File: src/rtl/pool_pkg.sv
// Shared types for the pooling engine.
// Assumes nothing beyond IEEE 1800-2017 packages.
package pool_pkg;
    typedef enum logic {
        SEQ_IDLE = 1'b0,
        SEQ_RUN  = 1'b1
    } seq_state_e;

    // Position of a read inside its 2x2 tile.
    typedef enum logic [1:0] {
        TILE_TL = 2'd0,
        TILE_TR = 2'd1,
        TILE_BL = 2'd2,
        TILE_BR = 2'd3
    } tile_pos_e;
endpackage

File: src/rtl/pool_seq.sv
// Job sequencer: captures the job on start and walks the output grid in
// column-major order. It issues one read per cycle (four per tile) and
// tags each read with its tile position, output address and modes.
// Assumes the memory answers each read exactly one cycle later.
module pool_seq
    import pool_pkg::*;
#(
    parameter int DIM_W  = 8,
    parameter int ADDR_W = 2*DIM_W+1
) (
    input  logic              clk,
    input  logic              rst_n,
    input  logic              start_i,
    input  logic              avg_i,
    input  logic              half_i,
    input  logic [DIM_W-1:0]  width_i,
    input  logic [DIM_W-1:0]  height_i,
    output logic              rd_en_o,
    output logic [ADDR_W-1:0] rd_addr_o,
    output logic [1:0]        pos_o,
    output logic              last_o,
    output logic [ADDR_W-1:0] out_addr_o,
    output logic              avg_o,
    output logic              half_o,
    output logic              empty_done_o
);
    seq_state_e        state_q;
    logic [DIM_W-1:0]  w_q, wo_q, ho_q;
    logic [DIM_W-1:0]  col_q, row_q;
    logic [1:0]        pos_q;
    logic              avg_q, half_q, empty_q;
    logic              running, tile_end, col_end, row_end;
    logic [DIM_W-1:0]  wo_new, ho_new;
    logic [ADDR_W-1:0] in_row, in_col, w_ext, wo_ext, l_ext, c_ext;

    // Output grid size of the job being requested.
    always_comb begin
        wo_new = width_i >> 1;
        ho_new = height_i >> 1;
    end

    // Status of the walk through the output grid.
    always_comb begin
        running  = (state_q == SEQ_RUN);
        tile_end = (pos_q == TILE_BR);
        row_end  = (row_q == ho_q - 1'b1);
        col_end  = (col_q == wo_q - 1'b1);
    end

    // Job capture, then tile position, output row and output column counters.
    always_ff @(posedge clk) begin
        if (!rst_n) begin
            state_q <= SEQ_IDLE;
            w_q     <= '0;
            wo_q    <= '0;
            ho_q    <= '0;
            col_q   <= '0;
            row_q   <= '0;
            pos_q   <= '0;
            avg_q   <= 1'b0;
            half_q  <= 1'b0;
            empty_q <= 1'b0;
        end else begin
            empty_q <= 1'b0;
            if (state_q == SEQ_IDLE) begin
                if (start_i) begin
                    w_q    <= width_i;
                    wo_q   <= wo_new;
                    ho_q   <= ho_new;
                    avg_q  <= avg_i;
                    half_q <= half_i;
                    col_q  <= '0;
                    row_q  <= '0;
                    pos_q  <= '0;
                    if (wo_new == '0 || ho_new == '0) begin
                        empty_q <= 1'b1;
                    end else begin
                        state_q <= SEQ_RUN;
                    end
                end
            end else begin
                pos_q <= pos_q + 2'd1;
                if (tile_end) begin
                    if (row_end) begin
                        row_q <= '0;
                        if (col_end) begin
                            state_q <= SEQ_IDLE;
                        end else begin
                            col_q <= col_q + 1'b1;
                        end
                    end else begin
                        row_q <= row_q + 1'b1;
                    end
                end
            end
        end
    end

    // Read and output addresses, computed from the counters.
    always_comb begin
        in_row     = ADDR_W'({row_q, pos_q[1]});
        in_col     = ADDR_W'({col_q, pos_q[0]});
        w_ext      = ADDR_W'(w_q);
        wo_ext     = ADDR_W'(wo_q);
        l_ext      = ADDR_W'(row_q);
        c_ext      = ADDR_W'(col_q);
        rd_en_o    = running;
        rd_addr_o  = in_row * w_ext + in_col;
        out_addr_o = l_ext * wo_ext + c_ext;
        pos_o      = pos_q;
        last_o     = running && tile_end && row_end && col_end;
        avg_o      = avg_q;
        half_o     = half_q;
        empty_done_o = empty_q;
    end


    hold_job_chk: assert property (@(posedge clk) disable iff (!rst_n)
        running && !last_o |=> running && $stable(w_q) && $stable(avg_q) && $stable(half_q));


    empty_quiet_chk: assert property (@(posedge clk) disable iff (!rst_n)
        empty_done_o |-> !rd_en_o && !$past(running));
endmodule

File: src/rtl/pool_reduce.sv
// Reduction datapath: one accumulator serves both modes. It keeps the
// running max or the running sum of a tile and finishes on the fourth
// element. Assumes the tags arrive with the read and that read data
// comes one cycle after its tag.
module pool_reduce
    import pool_pkg::*;
#(
    parameter int DATA_W = 16,
    parameter int ADDR_W = 17,
    localparam int BYTE_W = DATA_W/2,
    localparam int SUM_W  = DATA_W+2
) (
    input  logic              clk,
    input  logic              rst_n,
    input  logic              tag_v_i,
    input  logic [1:0]        pos_i,
    input  logic              last_i,
    input  logic [ADDR_W-1:0] out_addr_i,
    input  logic              avg_i,
    input  logic              half_i,
    input  logic [DATA_W-1:0] rd_data_i,
    output logic              wr_en_o,
    output logic [ADDR_W-1:0] wr_addr_o,
    output logic [DATA_W-1:0] wr_data_o,
    output logic              done_o
);
    logic              s_v, s_last, s_avg, s_half;
    logic [1:0]        s_pos;
    logic [ADDR_W-1:0] s_addr;
    logic signed [SUM_W-1:0] elem, acc_q, hold_q;
    logic signed [SUM_W-1:0] pair_max, low_max, tile_max, tile_sum, tile_avg;
    logic [DATA_W-1:0] result;
    logic              wr_last_q;

    // Delay the tags by one cycle so they line up with the read data.
    always_ff @(posedge clk) begin
        if (!rst_n) begin
            s_v    <= 1'b0;
            s_pos  <= '0;
            s_last <= 1'b0;
            s_addr <= '0;
            s_avg  <= 1'b0;
            s_half <= 1'b0;
        end else begin
            s_v    <= tag_v_i;
            s_pos  <= pos_i;
            s_last <= last_i;
            s_addr <= out_addr_i;
            s_avg  <= avg_i;
            s_half <= half_i;
        end
    end

    // Widen the element by sign extension, using the selected format.
    always_comb begin
        if (s_half) begin
            elem = {{(SUM_W-DATA_W){rd_data_i[DATA_W-1]}}, rd_data_i};
        end else begin
            elem = {{(SUM_W-BYTE_W){rd_data_i[BYTE_W-1]}}, rd_data_i[BYTE_W-1:0]};
        end
    end

    // Candidate results for both modes.
    always_comb begin
        pair_max = (acc_q > elem) ? acc_q : elem;
        low_max  = (hold_q > elem) ? hold_q : elem;
        tile_max = (acc_q > low_max) ? acc_q : low_max;
        tile_sum = acc_q + hold_q + elem;
        tile_avg = tile_sum >>> 2;
        result   = s_avg ? tile_avg[DATA_W-1:0] : tile_max[DATA_W-1:0];
    end

    // Accumulate the top pair, hold the bottom-left element, and emit on the last.
    always_ff @(posedge clk) begin
        if (!rst_n) begin
            acc_q     <= '0;
            hold_q    <= '0;
            wr_en_o   <= 1'b0;
            wr_addr_o <= '0;
            wr_data_o <= '0;
            wr_last_q <= 1'b0;
            done_o    <= 1'b0;
        end else begin
            if (s_v) begin
                case (s_pos)
                    TILE_TL: acc_q  <= elem;
                    TILE_TR: acc_q  <= s_avg ? (acc_q + elem) : pair_max;
                    TILE_BL: hold_q <= elem;
                    default: ;
                endcase
            end
            wr_en_o   <= s_v && (s_pos == TILE_BR);
            wr_addr_o <= s_addr;
            wr_data_o <= result;
            wr_last_q <= s_v && s_last;
            done_o    <= wr_en_o && wr_last_q;
        end
    end


    tile_order_chk: assert property (@(posedge clk) disable iff (!rst_n)
        s_v && s_pos != TILE_BR |=> s_v && (s_pos == $past(s_pos) + 2'd1));


    byte_sext_chk: assert property (@(posedge clk) disable iff (!rst_n)
        wr_en_o && !$past(s_half) |-> wr_data_o[DATA_W-1:BYTE_W] == {(DATA_W-BYTE_W){wr_data_o[BYTE_W-1]}});


    done_pulse_chk: assert property (@(posedge clk) disable iff (!rst_n)
        done_o |=> !done_o);
endmodule

File: src/rtl/pool2x2_engine.sv
// Top of the 2x2 stride-2 pooling engine: the sequencer drives reads and
// the reduction datapath turns each tile's four elements into one write.
// Assumes a memory with one-cycle read latency and an always-ready write port.
module pool2x2_engine #(
    parameter int DATA_W = 16,
    parameter int DIM_W  = 8,
    localparam int ADDR_W = 2*DIM_W+1
) (
    input  logic              clk,
    input  logic              rst_n,
    input  logic              start,
    input  logic              avg_mode,
    input  logic              half_mode,
    input  logic [DIM_W-1:0]  width,
    input  logic [DIM_W-1:0]  height,
    output logic              rd_en,
    output logic [ADDR_W-1:0] rd_addr,
    input  logic [DATA_W-1:0] rd_data,
    output logic              wr_en,
    output logic [ADDR_W-1:0] wr_addr,
    output logic [DATA_W-1:0] wr_data,
    output logic              done
);
    logic [1:0]        pos;
    logic              last, avg_q, half_q, empty_done, red_done;
    logic [ADDR_W-1:0] out_addr;

    pool_seq #(.DIM_W(DIM_W), .ADDR_W(ADDR_W)) u_seq (
        .clk(clk), .rst_n(rst_n), .start_i(start), .avg_i(avg_mode),
        .half_i(half_mode), .width_i(width), .height_i(height),
        .rd_en_o(rd_en), .rd_addr_o(rd_addr), .pos_o(pos), .last_o(last),
        .out_addr_o(out_addr), .avg_o(avg_q), .half_o(half_q),
        .empty_done_o(empty_done)
    );

    pool_reduce #(.DATA_W(DATA_W), .ADDR_W(ADDR_W)) u_reduce (
        .clk(clk), .rst_n(rst_n), .tag_v_i(rd_en), .pos_i(pos), .last_i(last),
        .out_addr_i(out_addr), .avg_i(avg_q), .half_i(half_q),
        .rd_data_i(rd_data), .wr_en_o(wr_en), .wr_addr_o(wr_addr),
        .wr_data_o(wr_data), .done_o(red_done)
    );

    // Merge the completion of a normal job and of an empty job.
    always_comb done = red_done || empty_done;


    quiet_idle_chk: assert property (@(posedge clk) disable iff (!rst_n)
        !$past(rst_n) |-> !rd_en && !wr_en && !done);
endmodule

File: config.mk
export PLATFORM = sky130hd
export DESIGN_NAME = pool2x2_engine
export DESIGN_NICKNAME = d
export VERILOG_FILES = /design/src/rtl/pool_pkg.sv /design/src/rtl/pool_seq.sv /design/src/rtl/pool_reduce.sv /design/src/rtl/pool2x2_engine.sv
export SDC_FILE = /design/constraint.sdc
export NUM_CORES = 1
export LEC_CHECK = 0
export ABC_AREA = 1
export BUFFER_PORTS_ARGS = -buffer_cell sky130_fd_sc_hd__buf_2
export CAP_MARGIN = 20
export CORE_MARGIN = 2
export CORE_UTILIZATION = 50
export DETAILED_ROUTE_END_ITERATION = 10
export HOLD_SLACK_MARGIN = 0.05
export PLACE_DENSITY_LB_ADDON = 0.08
export SYNTH_ARGS = -nofsm -noshare
export SYNTH_HDL_FRONTEND = slang
export SYNTH_SLANG_ARGS = --single-unit
File: constraint.sdc
create_clock -name clk -period 5.7 [get_ports clk]
set_clock_uncertainty 0.15 [all_clocks]
set_input_delay 0.57 -clock clk [delete_from_list [all_inputs] [get_ports clk]]
set_output_delay 0.57 -clock clk [all_outputs]
set_load 0.02 [all_outputs]
# Word level (Yosys, flattened, before mapping)
# Index checks and enable logic that the tools add are counted.
[word_totals]
regBits = 139
out_inout_bits = 53
[op_classes]
n_reduce_logical = 19
mux = 24
multipliers = 2
eq_ne = 10
n_addsub = 10
bitwise_logic = 3
order_cmp = 3
[op_table]
columns = ["operator", "count"]
rows = [
  ["$mux W18", 4],
  ["$mux W8", 8],
  ["$add A18 B18 Y18", 3],
  ["$gt A18 B18 Y1", 3],
  ["$pmux W18 S2", 1],
  ["$mux W16", 2],
  ["$add A16 B8 Y17", 1],
  ["$add A17 B9 Y17", 1],
  ["$mul A9 B8 Y17", 1],
  ["$add A8 B1 Y8 const B", 2],
  ["$eq A8 B8 Y1", 2],
  ["$logic_not A8 Y1", 2],
  ["$sub A7 B1 Y8 const B", 2],
  ["$mul A8 B7 Y15", 1],
  ["$mux W1", 7],
  ["$eq A2 B2 Y1 const B", 3],
  ["$logic_and A1 B1 Y1", 6],
  ["$ne A2 B2 Y1 const B", 3],
  ["$reduce_and A2 Y1", 3],
  ["$mux W2", 2],
  ["$reduce_and A4 Y1", 1],
  ["$reduce_bool A2 Y1", 2],
  ["$ne A3 B2 Y1 const B", 1],
  ["$not A1 Y1", 3],
  ["other kinds (6)", 7],
]

# Depth between registers and ports, before layout
[depth]
word_depth = 6
ltp_mapped = 34

# Hierarchy
# Synthesis repeated with hierarchy kept, for this count alone.
[hier_totals]
cells_unflattened = 1894
hier_area_um2 = 13315.3
[by_module_without_submodules]
columns = ["module", "area_per_inst_um2", "n_inst", "cells_each"]
rows = [
  ["pool_reduce", 7195.7, 1, 1044],
  ["pool_seq", 6108.4, 1, 847],
  ["pool2x2_engine", 11.3, 1, 3],
]

# Worst setup path before layout
# OpenSTA, ideal clock, no wires.
[synth_timing]
path_kind = "register -> output"
start = "register u_seq.row_q[0]"
end = "output rd_addr[15]"
stages_incl_launch_ff = 18
path_buffers = 1
t_required_ps = 4980
t_arrival_ps = 4537
setup_slack_ps = 443
path_cell_list = "dfxtp_1 > clkbuf_1 > nand2_1 > fa_1 > inv_1 > fa_1 > inv_1 > fa_1 > fa_1 > inv_1 > ha_1 > nand2_1 > nand2_1 > a221oi_1 > o21ai_0 > a21oi_1 > o21ai_0 > xor2_1"
[synth_between]
elab_chain_len = 2
[synth_lines]
columns = ["item", "line", "rtl"]
rows = [
  ["start, declared", "pool_seq.sv:29", "logic [DIM_W-1:0] col_q, row_q;"],
  ["start signal, assigned", "pool_seq.sv:92", "row_q <= row_q + 1'b1;"],
  ["$mul A9 B8 Y17", "pool_seq.sv:108", "rd_addr_o = in_row * w_ext + in_col;"],
  ["$add A17 B9 Y17", "pool_seq.sv:108", ""],
  ["end, declared", "pool2x2_engine.sv:17", "output logic [ADDR_W-1:0] rd_addr,"],
]
# Every way passes these cells.

# Final worst setup path
[layout_timing]
start = "register u_seq.w_q[3]"
end = "output rd_addr[13]"
[layout_between]
elab_chain_len = 2
[layout_lines]
columns = ["item", "line", "rtl"]
rows = [
  ["start, declared", "pool_seq.sv:28", "logic [DIM_W-1:0] w_q, wo_q, ho_q;"],
  ["start signal, assigned", "pool_seq.sv:67", "w_q <= width_i;"],
  ["$mul A9 B8 Y17", "pool_seq.sv:108", ""],
  ["$add A17 B9 Y17", "pool_seq.sv:108", ""],
]
# Every way passes these cells.

==> flow_summary.html <==
<table>
<tr><th>Metric</th><th>Value</th></tr>
<tr><th colspan="2">Outcome</th></tr>
<tr><td>Outcome</td><td>complete, no violations</td></tr>
<tr><th colspan="2">Setup path</th></tr>
<tr><td>Capturing instance or port of the critical path</td><td>rd_addr[13]</td></tr>
<tr><td>Kind of start point of the critical path</td><td>register</td></tr>
<tr><td>Category of the worst setup path capture point</td><td>primary output</td></tr>
<tr><td>Slack of the worst reg-to-reg path</td><td>0.60 ns</td></tr>
<tr><td>Largest stage delay on the critical path</td><td>0.56 ns</td></tr>
<tr><td>CP required</td><td>4.98 ns</td></tr>
<tr><td>First element of the critical path</td><td>u_seq.w_q[3]</td></tr>
<tr><td>Category of the critical setup timing path</td><td>reg -&gt; out</td></tr>
<tr><td>Sequence of cells on the critical path</td><td>nand2_1, fa_1, inv_1, fa_1, inv_1, fa_1, fa_1, inv_1, ha_4, nand2_1, nand2_1, a221oi_1, o21ai_1, a21oi_2, buf_4, xor2_1, buf_4</td></tr>
<tr><td>Worst reg-to-reg path cell count</td><td>23</td></tr>
<tr><td>Worst reg2reg path startpoint</td><td>u_seq.w_q[3]</td></tr>
<tr><td>Endpoint of the worst-slack reg-to-reg timing path</td><td>u_reduce.s_addr[14]</td></tr>
<tr><td>Most Frequent Cell on Critical Path</td><td>fa_1</td></tr>
<tr><td>Critical-path maximum fanout</td><td>6</td></tr>
<tr><td>Worst-path cell with the longest stage delay</td><td>fa_1</td></tr>
<tr><td>Arrival @ worst endpoint</td><td>4.77 ns</td></tr>
<tr><th colspan="2">Power</th></tr>
<tr><td>Fraction of power consumed by sequential logic</td><td>34.6%</td></tr>
<tr><td>Psw</td><td>1.05 mW</td></tr>
<tr><td>Part of the power in combinational logic</td><td>28.9%</td></tr>
<tr><td>Power per cell area</td><td>198 nW/um^2</td></tr>
<tr><td>Worst ir drop on vdd</td><td>around 0.00019 V</td></tr>
<tr><td>Leakage power summed over all cells</td><td>8.25 nW</td></tr>
<tr><td>Clock share of power</td><td>36.5%</td></tr>
<tr><td>Internal</td><td>around 1.9 mW</td></tr>
<tr><td>Switching Fraction</td><td>36.1%</td></tr>
<tr><th colspan="2">STA</th></tr>
<tr><td>Final critical-path required period</td><td>5.49 ns</td></tr>
<tr><td>Pins Over Slew Limit</td><td>0</td></tr>
<tr><td>Ratio of final minimum period to clock period</td><td>96.3%</td></tr>
<tr><td>Number of setup violations in the final report</td><td>0</td></tr>
<tr><td>Slew margin rel.</td><td>53.5%</td></tr>
<tr><td>Worst Setup Slack, final</td><td>about 0.21 ns</td></tr>
<tr><td>Highest attainable clock frequency</td><td>182 MHz</td></tr>
<tr><td>Hold Violations, Final</td><td>0</td></tr>
<tr><td>Actual slew at the worst max-slew pin</td><td>~0.70 ns</td></tr>
<tr><th colspan="2">Yosys</th></tr>
<tr><td>Primary FF master, synth</td><td>dfxtp_1</td></tr>
<tr><td>Post-synthesis cell area</td><td>13100 sq um</td></tr>
<tr><td>Synth area leaders</td><td>dfxtp_1 (20%), ha_1 (15%), nand2_1 (12%)</td></tr>
<tr><td>Number of flops mapped to enable cells by yosys</td><td>0</td></tr>
<tr><td>Syn. warnings</td><td>0</td></tr>
<tr><td>Area leader, netlist</td><td>dfxtp_1</td></tr>
<tr><td>Mapped Avg Cell Area</td><td>roughly 6.9 sq um</td></tr>
<tr><td>Sequential element share of the synthesized area</td><td>19.5%</td></tr>
<tr><td>Number of register bits inferred by synthesis</td><td>between 100 and 150</td></tr>
<tr><td>Post-synthesis net count</td><td>2163</td></tr>
<tr><td>Count of different cell masters after synthesis</td><td>53</td></tr>
<tr><td>Cells after synthesis</td><td>around 1900</td></tr>
<tr><td>Share of async-settable or async-resettable flops after synthesis</td><td>0%</td></tr>
<tr><td>Top-area cell type share of the netlist area</td><td>19.5%</td></tr>
<tr><th colspan="2">Global route</th></tr>
<tr><td>Pin count of the biggest net entering global routing</td><td>56</td></tr>
<tr><td>Antenna violations before repair</td><td>0</td></tr>
<tr><td>Global-route total usage across every layer</td><td>27.1%</td></tr>
<tr><td>Aggregate global routing overflow</td><td>0</td></tr>
<tr><td>Vias in the first global route</td><td>12100</td></tr>
<tr><td>First-pass GRT wire length</td><td>60300 um</td></tr>
<tr><th colspan="2">Layout</th></tr>
<tr><td>FILL cells</td><td>2543</td></tr>
<tr><td>Number of nets in the layout</td><td>around 2300</td></tr>
<tr><td>Final standard cell count with taps included and fillers excluded</td><td>between 2000 and 2500</td></tr>
<tr><td>FF+latch area</td><td>2590 sq um</td></tr>
<tr><td>Growth of design area from synthesis to finish</td><td>12.2%</td></tr>
<tr><td>Final Core Density</td><td>a little under three fifths</td></tr>
<tr><td>Combined area of the multi-input logic cells</td><td>9040 sq um</td></tr>
<tr><td>Fraction of layout cells with a size suffix above 1</td><td>11.3%</td></tr>
<tr><td>Ant diodes</td><td>0</td></tr>
<tr><th colspan="2">Clock tree</th></tr>
<tr><td>Clock Tree Root</td><td>clkbuf_16</td></tr>
<tr><td>Number of clock sinks seen by CTS</td><td>128</td></tr>
<tr><td>Deepest clock path buffer count</td><td>2</td></tr>
<tr><td>Post-cts hold buffer count</td><td>0</td></tr>
<tr><td>CTS H-tree lvls</td><td>4</td></tr>
<tr><td>TritonCTS clock tree</td><td>yes</td></tr>
<tr><td>Clock buffers created by TritonCTS</td><td>17</td></tr>
<tr><td>Clock slew seen by the registers of the worst setup and hold paths</td><td>about 0.06 ns</td></tr>
<tr><td>Clk_lat worst skew</td><td>0.43 ns</td></tr>
<tr><th colspan="2">Drt</th></tr>
<tr><td>Vias per Instance</td><td>~5.2</td></tr>
<tr><td>DRT antenna net count</td><td>0</td></tr>
<tr><td>Remaining routing DRC violations</td><td>0</td></tr>
<tr><td>Iteration count of the initial detailed-routing pass</td><td>5</td></tr>
<tr><td>Starting DRC count in detailed routing</td><td>721</td></tr>
<tr><td>DR vias</td><td>12100</td></tr>
<tr><td>Routed length per instance</td><td>15.5 um</td></tr>
<tr><td>Final WL</td><td>36200 um</td></tr>
<tr><th colspan="2">Floorplan</th></tr>
<tr><td>Area of the die</td><td>~28000 sq um</td></tr>
<tr><td>Floorplan row count</td><td>59</td></tr>
<tr><td>Core region area</td><td>25900 sq um</td></tr>
<tr><td>Initial Utilization</td><td>50.6%</td></tr>
<tr><td>Width of the chip</td><td>166 um</td></tr>
<tr><td>Boundary pin count</td><td>90</td></tr>
<tr><td>Die Y-Extent</td><td>166 um</td></tr>
<tr><th colspan="2">Placement</th></tr>
<tr><td>Minimum setup slack after placement</td><td>0.118 ns</td></tr>
<tr><td>Routability congestion estimate</td><td>0.941</td></tr>
<tr><td>Port-buffer cells</td><td>87</td></tr>
<tr><td>HPWL Detailed</td><td>29100 um</td></tr>
<tr><td>Instance count after placement with tap cells included</td><td>2300</td></tr>
<tr><th colspan="2">Min path</th></tr>
<tr><td>Min-delay worst type</td><td>in -&gt; reg</td></tr>
<tr><th colspan="2">Job</th></tr>
<tr><td>Number of max-cap violations</td><td>0</td></tr>
</table>
[power groups by stage]
stage | clock [mW] | combinational, mW | sequential [mW]
2_1_floorplan | 0 | 0.589 | 1.03
3_3_place_gp | 0 | 0.819 | 1.03
3_5_place_dp | 0 | 0.831 | 1.03
4_1_cts | 1.08 | 0.838 | 1.01
5_1_grt | 1.13 | 0.956 | 1.02
6_report | 1.07 | 0.845 | 1.01
[worst max-delay path: cells and delay by family, from the launching register on]
kind	cells	cell delay, ns
AOI/OAI and AO/OA	3	0.61
buffers and inverters	5	0.49
DFF	1	0.47
adders and majority gates	5	2.38
xor gates and xnor gates	1	0.13
and+or+nand+nor	3	0.25
[placed cells by master, fill, tap and decap left out, types with 3 or more instances in the layout]
master	synthesis	layout
dfxtp_1	128	115
nand2_4	3	3
ha_1	153	148
buf_4	8	44
o21ai_0	80	78
nor2_1	164	163
nand4_1	28	28
fa_1	79	77
and2_1	16	16
a31oi_1	4	3
buf_2	6	85
inv_1	347	347
nand2_1	422	422
xor2_1	47	47
nor2_2	5	6
dfxtp_2	0	9
o22ai_1	10	10
o21ai_1	4	6
a21o_1	4	4
nor3_1	15	15
nor3_2	3	3
or2_2	4	4
ha_4	0	3
a21oi_1	138	135
nand3_2	3	3
clkinvlp_4	0	5
clkinv_2	0	3
o21bai_1	12	12
nor4_1	5	5
dfxtp_4	0	4
xnor2_1	13	13
inv_6	0	3
o211ai_1	4	4
nand2_2	6	6
o21a_1	4	4
nand3_1	105	105
a21oi_2	1	4
inv_2	4	4
clkbuf_16	0	17
nand3b_1	6	6
[cell type report]
cell class / count / area share, %
clock buffers: 19 / 3.08
multi-input cells: 1360 / 61.4
well taps: 335 / 2.85
clock inverters: 12 / 0.739
repair buffers: 131 / 5.37
flip-flops and latches: 128 / 17.6
inverters: 353 / 9.00
[routing by layer]
layer	GRT usage (%)	vias up	routed length (um)
li1	-	6166	-
met1	31.4	5653	15000
met2	50.3	244	18600
met3	3.07	79	1060
met4	11.6	0	1510
met5	0	-	0
[synthesized netlist by cell type (5+ instances only)]
cell	count
buf_2	6
inv_1	347
xnor2_1	13
dfxtp_1	128
a21oi_1	138
nor2_2	5
ha_1	153
o22ai_1	10
o21ai_0	80
nand3b_1	6
nand4_1	28
buf_4	8
nand3_1	105
nand2_1	422
clkbuf_1	32
fa_1	79
and2_1	16
nor2_1	164
xor2_1	47
nor3_1	15
o21bai_1	12
nor4_1	5
nand2_2	6
[registers in the layout, summed over array words and instances (netlist names), 2 cells and up]
register	cells
u_reduce.wr_addr_o	16
u_reduce.wr_data_o	16
u_reduce.hold_q	16
u_reduce.s_addr	16
u_seq.pos_o	2
u_seq.w_q	8
u_seq.col_q	8
u_seq.ho_q	7
u_reduce.s_pos	2
u_reduce.acc_q	18
u_seq.row_q	8
[cell families (layout without fill, tap and decap cells)]
group           after synthesis  after routing  share of synthesized area, %
compound gates              273            273                          11.3
xor+xnor                     61             61                          4.13
simple gates                793            793                          26.2
flops                       128            128                          19.5
fa+ha+maj                   232            232                          26.6
buf+inv                     406            515                          12.1
other cells                   1              1                        0.0286
[timing repair]
| action | in CTS | in global routing |
|---|---|---|
| setup endpoints to repair | 4 | 4 |
| cloned | 0 | 0 |
| pin swaps | 1 | 5 |
| buffers inserted | 2 | 4 |
| resized for setup | 15 | 18 |
[metrics by stage]
step | instance area (sq um) | hold slack, ns | setup TNS [ns] | power (mW)
5_1_grt | 14700 | 0.232 | -0.0176 | 3.10
3_3_place_gp | 14000 | 0.243 | 0 | 1.85
2_1_floorplan | 13100 | 0.240 | 0 | 1.62
6_report | 14700 | 0.243 | 0 | 2.92
4_1_cts | 14600 | 0.237 | 0 | 2.93
3_5_place_dp | 14000 | 0.251 | 0 | 1.86
[how the worst min path moves through the flow]
| stage | depth (start not counted) | slack, ns | startpoint | to |
|---|---|---|---|---|
| final | 3 | 0.24 | width[2] | u_seq.w_q[2] |
| after global routing | 3 | 0.23 | width[2] | u_seq.w_q[2] |
| after CTS | 3 | 0.24 | width[2] | u_seq.w_q[2] |
| after detailed placement | 2 | 0.25 | u_reduce.s_addr[9] | u_reduce.wr_addr_o[9] |
| after global placement | 2 | 0.24 | u_reduce.s_addr[3] | u_reduce.wr_addr_o[3] |
| after floorplan | 2 | 0.24 | u_reduce.s_addr[0] | u_reduce.wr_addr_o[0] |
(Power assumes the default switching activity.)
